[src/rtl/hz_pkg.sv]
package hz_pkg;
  typedef enum logic [1:0] {
    CAUSE_NONE     = 2'd0,
    CAUSE_LOAD_USE = 2'd1,
    CAUSE_BR_EX    = 2'd2,
    CAUSE_BR_MEM   = 2'd3
  } stall_cause_e;
endpackage

[src/rtl/hz_dest_match.sv]
module hz_dest_match #(
  parameter int REG_W = 5,
  parameter int SRC_N = 2
) (
  input  logic [REG_W-1:0]            dst_i,
  input  logic                        wr_i,
  input  logic [SRC_N-1:0][REG_W-1:0] src_i,
  output logic [SRC_N-1:0]            hit_o
);
  logic live;
  // register 0 is hardwired, never a real producer
  assign live = wr_i && (dst_i != '0);

  for (genvar g = 0; g < SRC_N; g++) begin : g_src
    assign hit_o[g] = live && (dst_i == src_i[g]);
  end
endmodule

[src/rtl/hz_stall_ctrl.sv]
module hz_stall_ctrl
  import hz_pkg::*;
#(
  parameter int SRC_N = 2
) (
  input  logic [SRC_N-1:0] ex_hit_i,
  input  logic             ex_load_i,
  input  logic [SRC_N-1:0] mem_hit_i,
  input  logic             mem_load_i,
  input  logic             is_branch_i,
  output stall_cause_e     cause_o
);
  logic ex_any, mem_any;
  assign ex_any  = |ex_hit_i;
  assign mem_any = |mem_hit_i;

  always_comb begin
    cause_o = CAUSE_NONE;
    if (ex_any && ex_load_i)                     cause_o = CAUSE_LOAD_USE;
    else if (is_branch_i && ex_any)              cause_o = CAUSE_BR_EX;
    else if (is_branch_i && mem_any && mem_load_i) cause_o = CAUSE_BR_MEM;
  end
endmodule

[src/rtl/hazard_stall_unit.sv]
module hazard_stall_unit
  import hz_pkg::*;
#(
  parameter int REG_W = 5
) (
  input  logic [REG_W-1:0] id_rs_i,
  input  logic [REG_W-1:0] id_rt_i,
  input  logic             id_is_branch_i,
  input  logic             id_br_taken_i,
  input  logic [REG_W-1:0] ex_rd_i,
  input  logic             ex_wr_i,
  input  logic             ex_load_i,
  input  logic [REG_W-1:0] mem_rd_i,
  input  logic             mem_wr_i,
  input  logic             mem_load_i,
  output logic             pc_write_o,
  output logic             ifid_write_o,
  output logic             ctrl_zero_o,
  output logic             ifid_flush_o
);
  localparam int SRC_N = 2;

  logic [SRC_N-1:0][REG_W-1:0] srcs;
  logic [SRC_N-1:0]            ex_hit, mem_hit;
  stall_cause_e                cause;
  logic                        stall;

  assign srcs = {id_rt_i, id_rs_i};

  hz_dest_match #(.REG_W(REG_W), .SRC_N(SRC_N)) u_ex_match (
    .dst_i(ex_rd_i), .wr_i(ex_wr_i), .src_i(srcs), .hit_o(ex_hit)
  );

  hz_dest_match #(.REG_W(REG_W), .SRC_N(SRC_N)) u_mem_match (
    .dst_i(mem_rd_i), .wr_i(mem_wr_i), .src_i(srcs), .hit_o(mem_hit)
  );

  hz_stall_ctrl #(.SRC_N(SRC_N)) u_ctrl (
    .ex_hit_i   (ex_hit),
    .ex_load_i  (ex_load_i),
    .mem_hit_i  (mem_hit),
    .mem_load_i (mem_load_i),
    .is_branch_i(id_is_branch_i),
    .cause_o    (cause)
  );

  assign stall        = (cause != CAUSE_NONE);
  assign pc_write_o   = !stall;
  assign ifid_write_o = !stall;
  assign ctrl_zero_o  = stall;
  // a held branch re-resolves next cycle; flush only once released
  assign ifid_flush_o = id_is_branch_i && id_br_taken_i && !stall;

  always_comb begin
    if (ex_load_i && ex_wr_i && ex_rd_i != '0 && (ex_rd_i == id_rs_i || ex_rd_i == id_rt_i))
      AST_LOAD_USE_HOLDS: assert (!pc_write_o && ctrl_zero_o);
    if (!ex_wr_i && !mem_wr_i)
      AST_NO_WRITER_NO_STALL: assert (pc_write_o);
    if (ex_rd_i == '0 && mem_rd_i == '0)
      AST_ZERO_DEST_NO_STALL: assert (ifid_write_o);
    if (!ex_wr_i && !mem_load_i)
      AST_MEM_ALU_NO_STALL: assert (pc_write_o);
    AST_FLUSH_YIELDS_TO_STALL: assert (!(ifid_flush_o && ctrl_zero_o));
    AST_ENABLES_CONSISTENT: assert (pc_write_o == ifid_write_o && ctrl_zero_o == !pc_write_o);
  end
endmodule

[config.mk]
export PLATFORM = sky130hd
export DESIGN_NAME = hazard_stall_unit
export DESIGN_NICKNAME = d
export VERILOG_FILES = /design/src/rtl/hz_pkg.sv /design/src/rtl/hz_dest_match.sv /design/src/rtl/hz_stall_ctrl.sv /design/src/rtl/hazard_stall_unit.sv
export SDC_FILE = /design/constraint.sdc
export NUM_CORES = 1
export LEC_CHECK = 0
export ABC_AREA = 1
export BUFFER_PORTS_ARGS = -buffer_cell sky130_fd_sc_hd__buf_2
export CAP_MARGIN = 0
export CORE_AREA = 2 2 39 41
export DETAILED_ROUTE_END_ITERATION = 8
export DIE_AREA = 0 0 41 43
export GPL_ROUTABILITY_DRIVEN = 0
export MAX_ROUTING_LAYER = met4
export PLACE_DENSITY = 0.68
export SETUP_SLACK_MARGIN = 0.1
export SYNTH_ARGS = -nofsm -noshare
export SYNTH_HDL_FRONTEND = slang
export SYNTH_SLANG_ARGS = --single-unit
[constraint.sdc]
create_clock -name vclk -period 1.09
set_clock_uncertainty 0.2 [all_clocks]
set_input_delay 0.218 -clock vclk [all_inputs]
set_output_delay 0.218 -clock vclk [all_outputs]
set_load 0.02 [all_outputs]
# ---- After elaboration in Yosys (flattened, before gate mapping)
# Index checks and enable logic that the tools add are counted.
dict set report op_classes {
  eq_ne 4
  mux 3
  reduce_logical 18
}
# op count
set ops {}
lappend ops {{$eq 5x5->1} 4}
lappend ops {{$logic_and 1x1->1} 12}
lappend ops {{$reduce_bool 5->1} 2}
lappend ops {{$mux 2} 3}
lappend ops {{$reduce_or 2->1} 2}
lappend ops {{$reduce_bool 2->1} 1}
lappend ops {{$logic_not 1->1} 1}
dict set report word_totals {
  ff_bits 0
  input_bits 26
  output_inout_bits 4
  word_cells 25
}

# ---- Longest topological paths before layout
# Gate-level depths: netlist of the first run.
dict set report logic_depth {
  depth_word 12
  ltp_mapped 10
  mapped_depth_nobuf 9
}

# ---- Hierarchy
# A second synthesis of the first run with hierarchy kept.
dict set report hier_totals {
  cells_unflattened 118
  hier_area_um2 493.0
}
# mod n_inst cells_each area_per_inst_um2 seq_area_each_um2
set modules_own_cells {}
lappend modules_own_cells {hz_dest_match 2 49 198.9 0.0}
lappend modules_own_cells {hz_stall_ctrl 1 13 60.1 0.0}
lappend modules_own_cells {hazard_stall_unit 1 7 35.0 0.0}

# ---- Worst setup path before layout of the first run
# No wires, ideal clock.
dict set report synth_path {
  kind {input-to-output}
  startpoint {input port id_rt_i[0]}
  endpoint {output port pc_write_o}
  arrival_ns 1.058
  t_required_ns 0.672
  setup_slack_ns -0.386
  cell_stages 8
  n_path_buf 1
  cell_sequence {xor2_1 -> nor2_1 -> nand3_2 -> nand2_1 -> nand2_1 -> nand2_2 -> inv_1 -> buf_4}
}
dict set report synth_via {
  elab_chain_cells 10
  word_cells_on_any_way 15
  classes_between {eq/ne: 2; mux: 3; reduce/logical: 10}
}
# element line
set synth_lines {}
lappend synth_lines {{start: declaration} hazard_stall_unit.sv:7} ;# input logic [REG_W-1:0] id_rt_i,
lappend synth_lines {{$eq 5x5->1} hz_dest_match.sv:15} ;# assign hit_o[g] = live && (dst_i == src_i[g]);
lappend synth_lines {{$logic_and 1x1->1} hz_dest_match.sv:15}
lappend synth_lines {{$reduce_or 2->1} hz_stall_ctrl.sv:15} ;# assign mem_any = |mem_hit_i;
lappend synth_lines {{$logic_and 1x1->1 (2 in a row)} hz_stall_ctrl.sv:21} ;# else if (is_branch_i && mem_any && mem_load_i) cause_o = CAUSE_BR_MEM;
lappend synth_lines {{$mux 2} hz_stall_ctrl.sv:21}
lappend synth_lines {{$mux 2} hz_stall_ctrl.sv:20} ;# else if (is_branch_i && ex_any) cause_o = CAUSE_BR_EX;
lappend synth_lines {{$mux 2 *} hz_stall_ctrl.sv:19} ;# if (ex_any && ex_load_i) cause_o = CAUSE_LOAD_USE;
lappend synth_lines {{$reduce_bool 2->1 *} hazard_stall_unit.sv:47} ;# assign stall = (cause != CAUSE_NONE);
lappend synth_lines {{via ctrl_zero_o} hazard_stall_unit.sv:18} ;# output logic ctrl_zero_o,
lappend synth_lines {{$logic_not 1->1 *} --}
lappend synth_lines {{end: declaration} hazard_stall_unit.sv:16} ;# output logic pc_write_o,
# The timed path passes the listed nets; every way through them passes the cells marked *.

# ---- Worst setup path after layout of the first run
dict set report layout_path {
  startpoint {input port id_rt_i[0]}
  endpoint {output port ifid_write_o}
}
dict set report layout_via {
  elab_chain_cells 10
  word_cells_on_any_way 15
  classes_between {eq/ne: 2; mux: 3; reduce/logical: 10}
}
# element line
set layout_lines {}
lappend layout_lines {{$eq 5x5->1} hz_dest_match.sv:15}
lappend layout_lines {{$logic_and 1x1->1} hz_dest_match.sv:15}
lappend layout_lines {{$reduce_or 2->1} hz_stall_ctrl.sv:15}
lappend layout_lines {{$logic_and 1x1->1 (2 in a row)} hz_stall_ctrl.sv:21}
lappend layout_lines {{$mux 2} hz_stall_ctrl.sv:21}
lappend layout_lines {{$mux 2} hz_stall_ctrl.sv:20}
lappend layout_lines {{$mux 2 *} hz_stall_ctrl.sv:19}
lappend layout_lines {{$reduce_bool 2->1 *} hazard_stall_unit.sv:47}
lappend layout_lines {{$logic_not 1->1 *} hazard_stall_unit.sv:49} ;# assign ifid_write_o = !stall;
lappend layout_lines {{end: declaration} hazard_stall_unit.sv:17} ;# output logic ifid_write_o,
# Every way passes the cells marked *; elsewhere a longest branch is shown, timed or not.

==> results.md, run 1 <==
* finished with violations — result of the run
* setup timing — violated checks
* 0 — final hold vios
* 382 nW/um^2 — power per cell area
* 0% — sequential-to-total area share from yosys stat
* 4 — Final setup viols
* 639 — via count
* 0 — pins over their slew limit
* nand2_1 — library cell with the largest summed area after synthesis
* 44.6% — fraction of post-synthesis cell area in the top cell type by area
* 4.29 um^2 — average footprint of a synthesized cell
* 1380 um^2 — placeable core region
* 85.7% — layout overhead on the synthesized area
* 0% — share of total power in the clock network
* 4 — Pre-Repair DR Iteration Count
* 25.0% — met2 Track Usage GR
* 36 x nand2_1, 15 x inv_2, 13 x nand2_2 — commonest cells after routing, fill and taps aside
* primary input to output port — class of the most critical hold timing path
* 6 — drt first-iter violations
* 0 — clock buffer count in the final layout
* 0 um^2 — area taken by flip-flops and latches
* 30 — Top-Level Pins
* 0.465 nW — static leakage power
* 0 — Yosys warning count
* 5 — maximum number of pins on one net before global-route repair
* primary input to output port — kind of critical path
* 0 — antenna violations before repair
* 0.195 ns — transition time at the pin with the least slew margin
* 420 um^2 — cell area after technology mapping
* 98 — cells after synthesis
* 0.67 ns — required time reported for the critical path endpoint
* 43 um — DIE HEIGHT
* id_br_taken_i — source of the worst hold timing path
* 1.50 ns — final worst path period need
* 30.4% — Starting Density
* 0.151 mW — Net Sw Power
* nand2_1 45%, inv_1 13%, nor2_1 9.8% — Synth area leaders
* 50.7% — net switching fraction of the power
* 3 — maximum fanout count along the critical path
* 12 — post-synth cell types
* -0.409 ns — min setup slack post-route
* 9.06 um — WL per Instance
* nand2_1 — commonest non-fill, non-tap cell in the layout
* 143 — non-filler instance count after layout
* output port — critical path capture point type
* 1.79 mm — global-route wire length before repair
* 17.7% — grt met1 use
* 1760 um^2 — Die ar.
* 14 — Rows
* 0.147 mW — internal power summed over all cells
* 86.9% — Slew Limit Headroom
* 0 — Antenna Cells
* 155 — Final Net Count
* 0 — # DRC
* 0.298 mW — total design power
* primary input — sort of element at the start of the critical path
* 138% — fin crit share
* 667 MHz — achievable frequency
* 0.587 ns — Fin Hold WS
* 56.7% — layout cells sized above 1
* 41 um — overall die width
* 124 — syn nets
* 100.0% — Comb power frac
* 1.30 mm — routed wire length
* 0 — Routed Antenna Nets
* 992 um — sum of net half-perimeters after detailed placement
* 509 — via count of the first global-routing pass
* met2 — GRT Max-Usage Layer
* 0 — flip-flop and latch count
* 143 — # placed instances
* id_rt_i[0] — beginning of the critical path
* 0% — met3 track demand over resource
* 174 uV — worst voltage drop across the vdd grid
* 0% — sequential power share
* 4.47 — per-cell via count in the routed design
* 30 — port buffer count
* 0 — number of buffers inserted to repair setup after CTS
* 1.08 ns — signal arrival time at the worst endpoint
* 13.9% — Tot GR Track Use
* true — RSZ-0062 raised after global routing
* 0 — remaining global-route overflow
* 0 — # Max-Cap Violations
-- critical path, stage by stage --
cell and delay (ns):
buf_6 0.11, xor2_1 0.16, nor2_2 0.12, nand3_2 0.09, nand2_2 0.06, nand2_2 0.06
nand2_4 0.10, inv_4 0.04, buf_6 0.12
-- what timing repair did --
action	4_1_cts	5_1_grt
pin swaps	17	21
resized for setup	27	38
hold buffers	0	0
setup endpoints to repair	4	4
endpoints found under the hold margin	0	0
-- power by group through the flow --
stage,clock [mW],sequential [mW],combinational [mW]
after CTS,0,0,0.247
after detailed placement,0,0,0.212
after floorplan,0,0,0.121
after global routing,0,0,0.329
after global placement,0,0,0.208
final,0,0,0.298
-- cells in the mapped netlist, drive strengths merged --
| cell type | number |
|---|---|
| buf | 1 |
| inv | 22 |
| nand2 | 51 |
| nand3 | 4 |
| nand4 | 3 |
| nor2 | 11 |
| o211ai | 1 |
| xnor2 | 4 |
| xor2 | 1 |
-- per-stage QoR --
step	util, %	area (um^2)	setup TNS (ns)	setup slack (ns)
floorplan	-	437	-0.765	-0.288
global route	56.4	781	-1.80	-0.457
finish	56.4	781	-1.61	-0.409
CTS	48.8	676	-1.46	-0.372
detailed placement	43.0	596	-1.75	-0.442
global placement	43.0	596	-1.69	-0.429
-- layout make-up --
class	count	area, um^2
Fill cell	147	603
Multi-Input combinational cell	75	408
Timing Repair Buffer	30	263
Inverter	22	90.1
Tap cell	16	20.0
-- routing by layer --
metal	up-vias	wire [um]	part of all wire, %
li1	343	-	-
met1	280	526	41
met2	16	712	55
met3	0	58	4.5
met4	0	0	0
met5	-	0	0
-- final timing paths --
kind | cells after the start | slack [ns] | end
worst max-delay path | 9 | -0.41 | ifid_write_o
worst min-delay path | 4 | 0.59 | ifid_flush_o
-- cells by family (layout without fill, tap and decap cells) --
| group | after synthesis | after routing | share of synthesized area [%] |
|---|---|---|---|
| XOR/XNOR | 5 | 5 | 10.4 |
| AO/OA/AOI/OAI | 1 | 1 | 1.79 |
| buffers and inverters | 23 | 52 | 21.4 |
| AND/OR/NAND/NOR | 69 | 69 | 66.4 |
Note: power is estimated with default switching activity, not from simulation.
==> run 2: changes to the inputs <==
--- a/config.mk
+++ b/config.mk
@@ -13,7 +13,7 @@
 export DIE_AREA = 0 0 41 43
 export GPL_ROUTABILITY_DRIVEN = 0
 export MAX_ROUTING_LAYER = met4
-export PLACE_DENSITY = 0.68
+export PLACE_DENSITY = 0.66
 export SETUP_SLACK_MARGIN = 0.1
 export SYNTH_ARGS = -nofsm -noshare
 export SYNTH_HDL_FRONTEND = slang
==> constraint.sdc (replaced) <==
create_clock -name vclk -period 1.87
set_clock_uncertainty 0.2 [all_clocks]
set_input_delay 0.374 -clock vclk [all_inputs]
set_output_delay 0.374 -clock vclk [all_outputs]
set_load 0.02 [all_outputs]
==> results.md, run 2 (same netlist as run 1, synthesis figures left out) <==
* finished, final reports clean — result of the run
* 0 ns — aggregate negative setup slack, +1.61 ns
* 0 — pins over their slew limit, unchanged
* 0 — number of buffers inserted to repair setup after CTS, unchanged
* 1.00 mm — sum of net half-perimeters after detailed placement, +1.1%
* 0.15 ns — delay contributed by the slowest stage of the critical path, about the same
* 148 — number of inserted filler cells in the final layout, +0.68%
* 1380 um^2 — placeable core region, unchanged
* 43 um — DIE HEIGHT, unchanged
* 0.0780 mW — Net Sw Power, -48%
* buf_12 -> inv_4 -> nand2_1 -> nand2_1 -> nor2_1 -> nand3_1 -> nand2_1 -> nand2_1 -> nand2_2 -> nor2_1 -> buf_4 — list of cells traversed by the critical path
* 0 — final hold vios, unchanged
* 100.0% — Comb power frac, about the same
* 217 nW/um^2 — power per cell area, -43%
* 3 — CP bufs+invs, unchanged
* 0.0846 mW — internal power summed over all cells, -42%
* 631 — via count, -1.3%
* ex_rd_i[1] — beginning of the critical path
* 14 — Rows, unchanged
* 0 — Antenna Cells, unchanged
* 0 — Final setup viols, -4
* 78.3% — layout overhead on the synthesized area
* 30 — Top-Level Pins, unchanged
* 0 — antenna violations before repair, unchanged
* 44 x nand2_1, 13 x inv_2, 13 x buf_6 — commonest cells after routing, fill and taps aside
* true — RSZ-0062 raised after global routing
* simple AND/OR/NAND/NOR gates — CP top delay family
* 0 — flip-flop and latch count, unchanged
* 155 — Final Net Count, unchanged
* 30 — port buffer count, unchanged
* met2 — GRT Max-Usage Layer
* 519 — via count of the first global-routing pass, +2.0%
* 4 — maximum fanout count along the critical path, +1
* 30.4% — Starting Density, unchanged
* 5 — maximum number of pins on one net before global-route repair, unchanged
* 95.5% — fin crit share
* id_br_taken_i — source of the worst hold timing path
* 0% — sequential power share, unchanged
* 18.0% — grt met1 use, +0.32 points
* 4.41 — per-cell via count in the routed design, -1.3%
* 73.8 uV — worst voltage drop across the vdd grid, -58%
* 0 um^2 — area taken by flip-flops and latches, unchanged
* 54.2% — Post-Route Utilization, -2.3 points
* 86.8% — Slew Limit Headroom, -0.090 points
* output port — critical path capture point type
* 0% — met3 track demand over resource, unchanged
* 9 — drt first-iter violations, +3
* primary input — sort of element at the start of the critical path
* 1.84 mm — global-route wire length before repair, +2.3%
* 0% — share of total power in the clock network, unchanged
* 14.4% — Tot GR Track Use, +0.51 points
* 48.0% — net switching fraction of the power, -2.7 points
* 26.3% — met2 Track Usage GR, +1.3 points
* primary input to output port — class of the most critical hold timing path
* buf_4 — Max stage delay cell, worst path
* nand2_1 — most repeated library cell on the critical path
* 4 — Pre-Repair DR Iteration Count, unchanged
* 1760 um^2 — Die ar., unchanged
* 1.79 ns — final worst path period need
* primary input to output port — kind of critical path
* 1.28 mm — routed wire length, -1.5%
* 0.467 nW — static leakage power, +0.49%
* 44.1% — layout cells sized above 1, -13 points
* 1.21 ns — signal arrival time at the worst endpoint, +0.13 ns
* 8.92 um — WL per Instance, -1.5%
* 1.30 ns — required time reported for the critical path endpoint, +0.63 ns
* 560 MHz — achievable frequency
* 0 — # DRC, unchanged
* 41 um — overall die width, unchanged
* nand2_1 — commonest non-fill, non-tap cell in the layout
* 0.196 ns — transition time at the pin with the least slew margin, +0.00135 ns
* 0 — Routed Antenna Nets, unchanged
* 0 — # Max-Cap Violations, unchanged
* 0 — remaining global-route overflow, unchanged
* 0 — clock buffer count in the final layout, unchanged
run 2: cell count changes in the layout (fill, tap and decap cells not counted), moves of 3 or more:
cell     change
inv_1        +3
nand2_2      -6
nand2_1      +8
nor2_1       +4
nor2_2       -3
run 2: path summary, 6_finish.rpt:
| kind | to | slack, ns | cells after the start |
|---|---|---|---|
| setup / recovery | ifid_flush_o | 0.08 | 11 |
| hold / removal | ifid_flush_o | 0.88 | 4 |
run 2: worst min-delay path, cell delays in order:
cell and delay (ns):
buf_2 0.09, nand2_1 0.05, nor2_1 0.04, buf_4 0.15
run 2: power groups by stage:
stage,Clock [mW],Combinational [mW],Sequential (mW)
global route,0,0.179,0
floorplan,0,0.0677,0
detailed placement,0,0.121,0
finish,0,0.163,0
CTS,0,0.133,0
global placement,0,0.120,0
run 2: layout make-up:
class,instances,area [um^2],share of cell area (%)
multi-input combinational,75,358,47.7
timing repair buffer,30,284,37.9
inverter,22,87.6,11.7
tap,16,20.0,2.67
run 2: stage by stage:
step                cell area [um^2]  setup slack, ns  hold slack, ns  instances  total power, mW
floorplan                        420            0.137           0.674         98           0.0677
global placement                 583           0.0749           0.871        143            0.120
detailed placement               583           0.0533           0.882        143            0.121
CTS                              633           0.0658           0.877        143            0.133
global route                     749           0.0327           0.895        143            0.179
finish                           749           0.0836           0.880        143            0.163
run 2: repair_timing:
| action | CTS | global route |
|---|---|---|
| hold buffers | 0 | 0 |
| gates cloned | 0 | 0 |
| endpoints found under the hold margin | 0 | 0 |
| resized for setup | 16 | 37 |
| pin swaps | 15 | 29 |
| setup endpoints to repair | 4 | 4 |
run 2: layer usage:
metal / vias up / wire (um)
met2: 14 / 692
met1: 271 / 530
met5: - / 0
li1: 346 / -
met3: 0 / 53
met4: 0 / 0
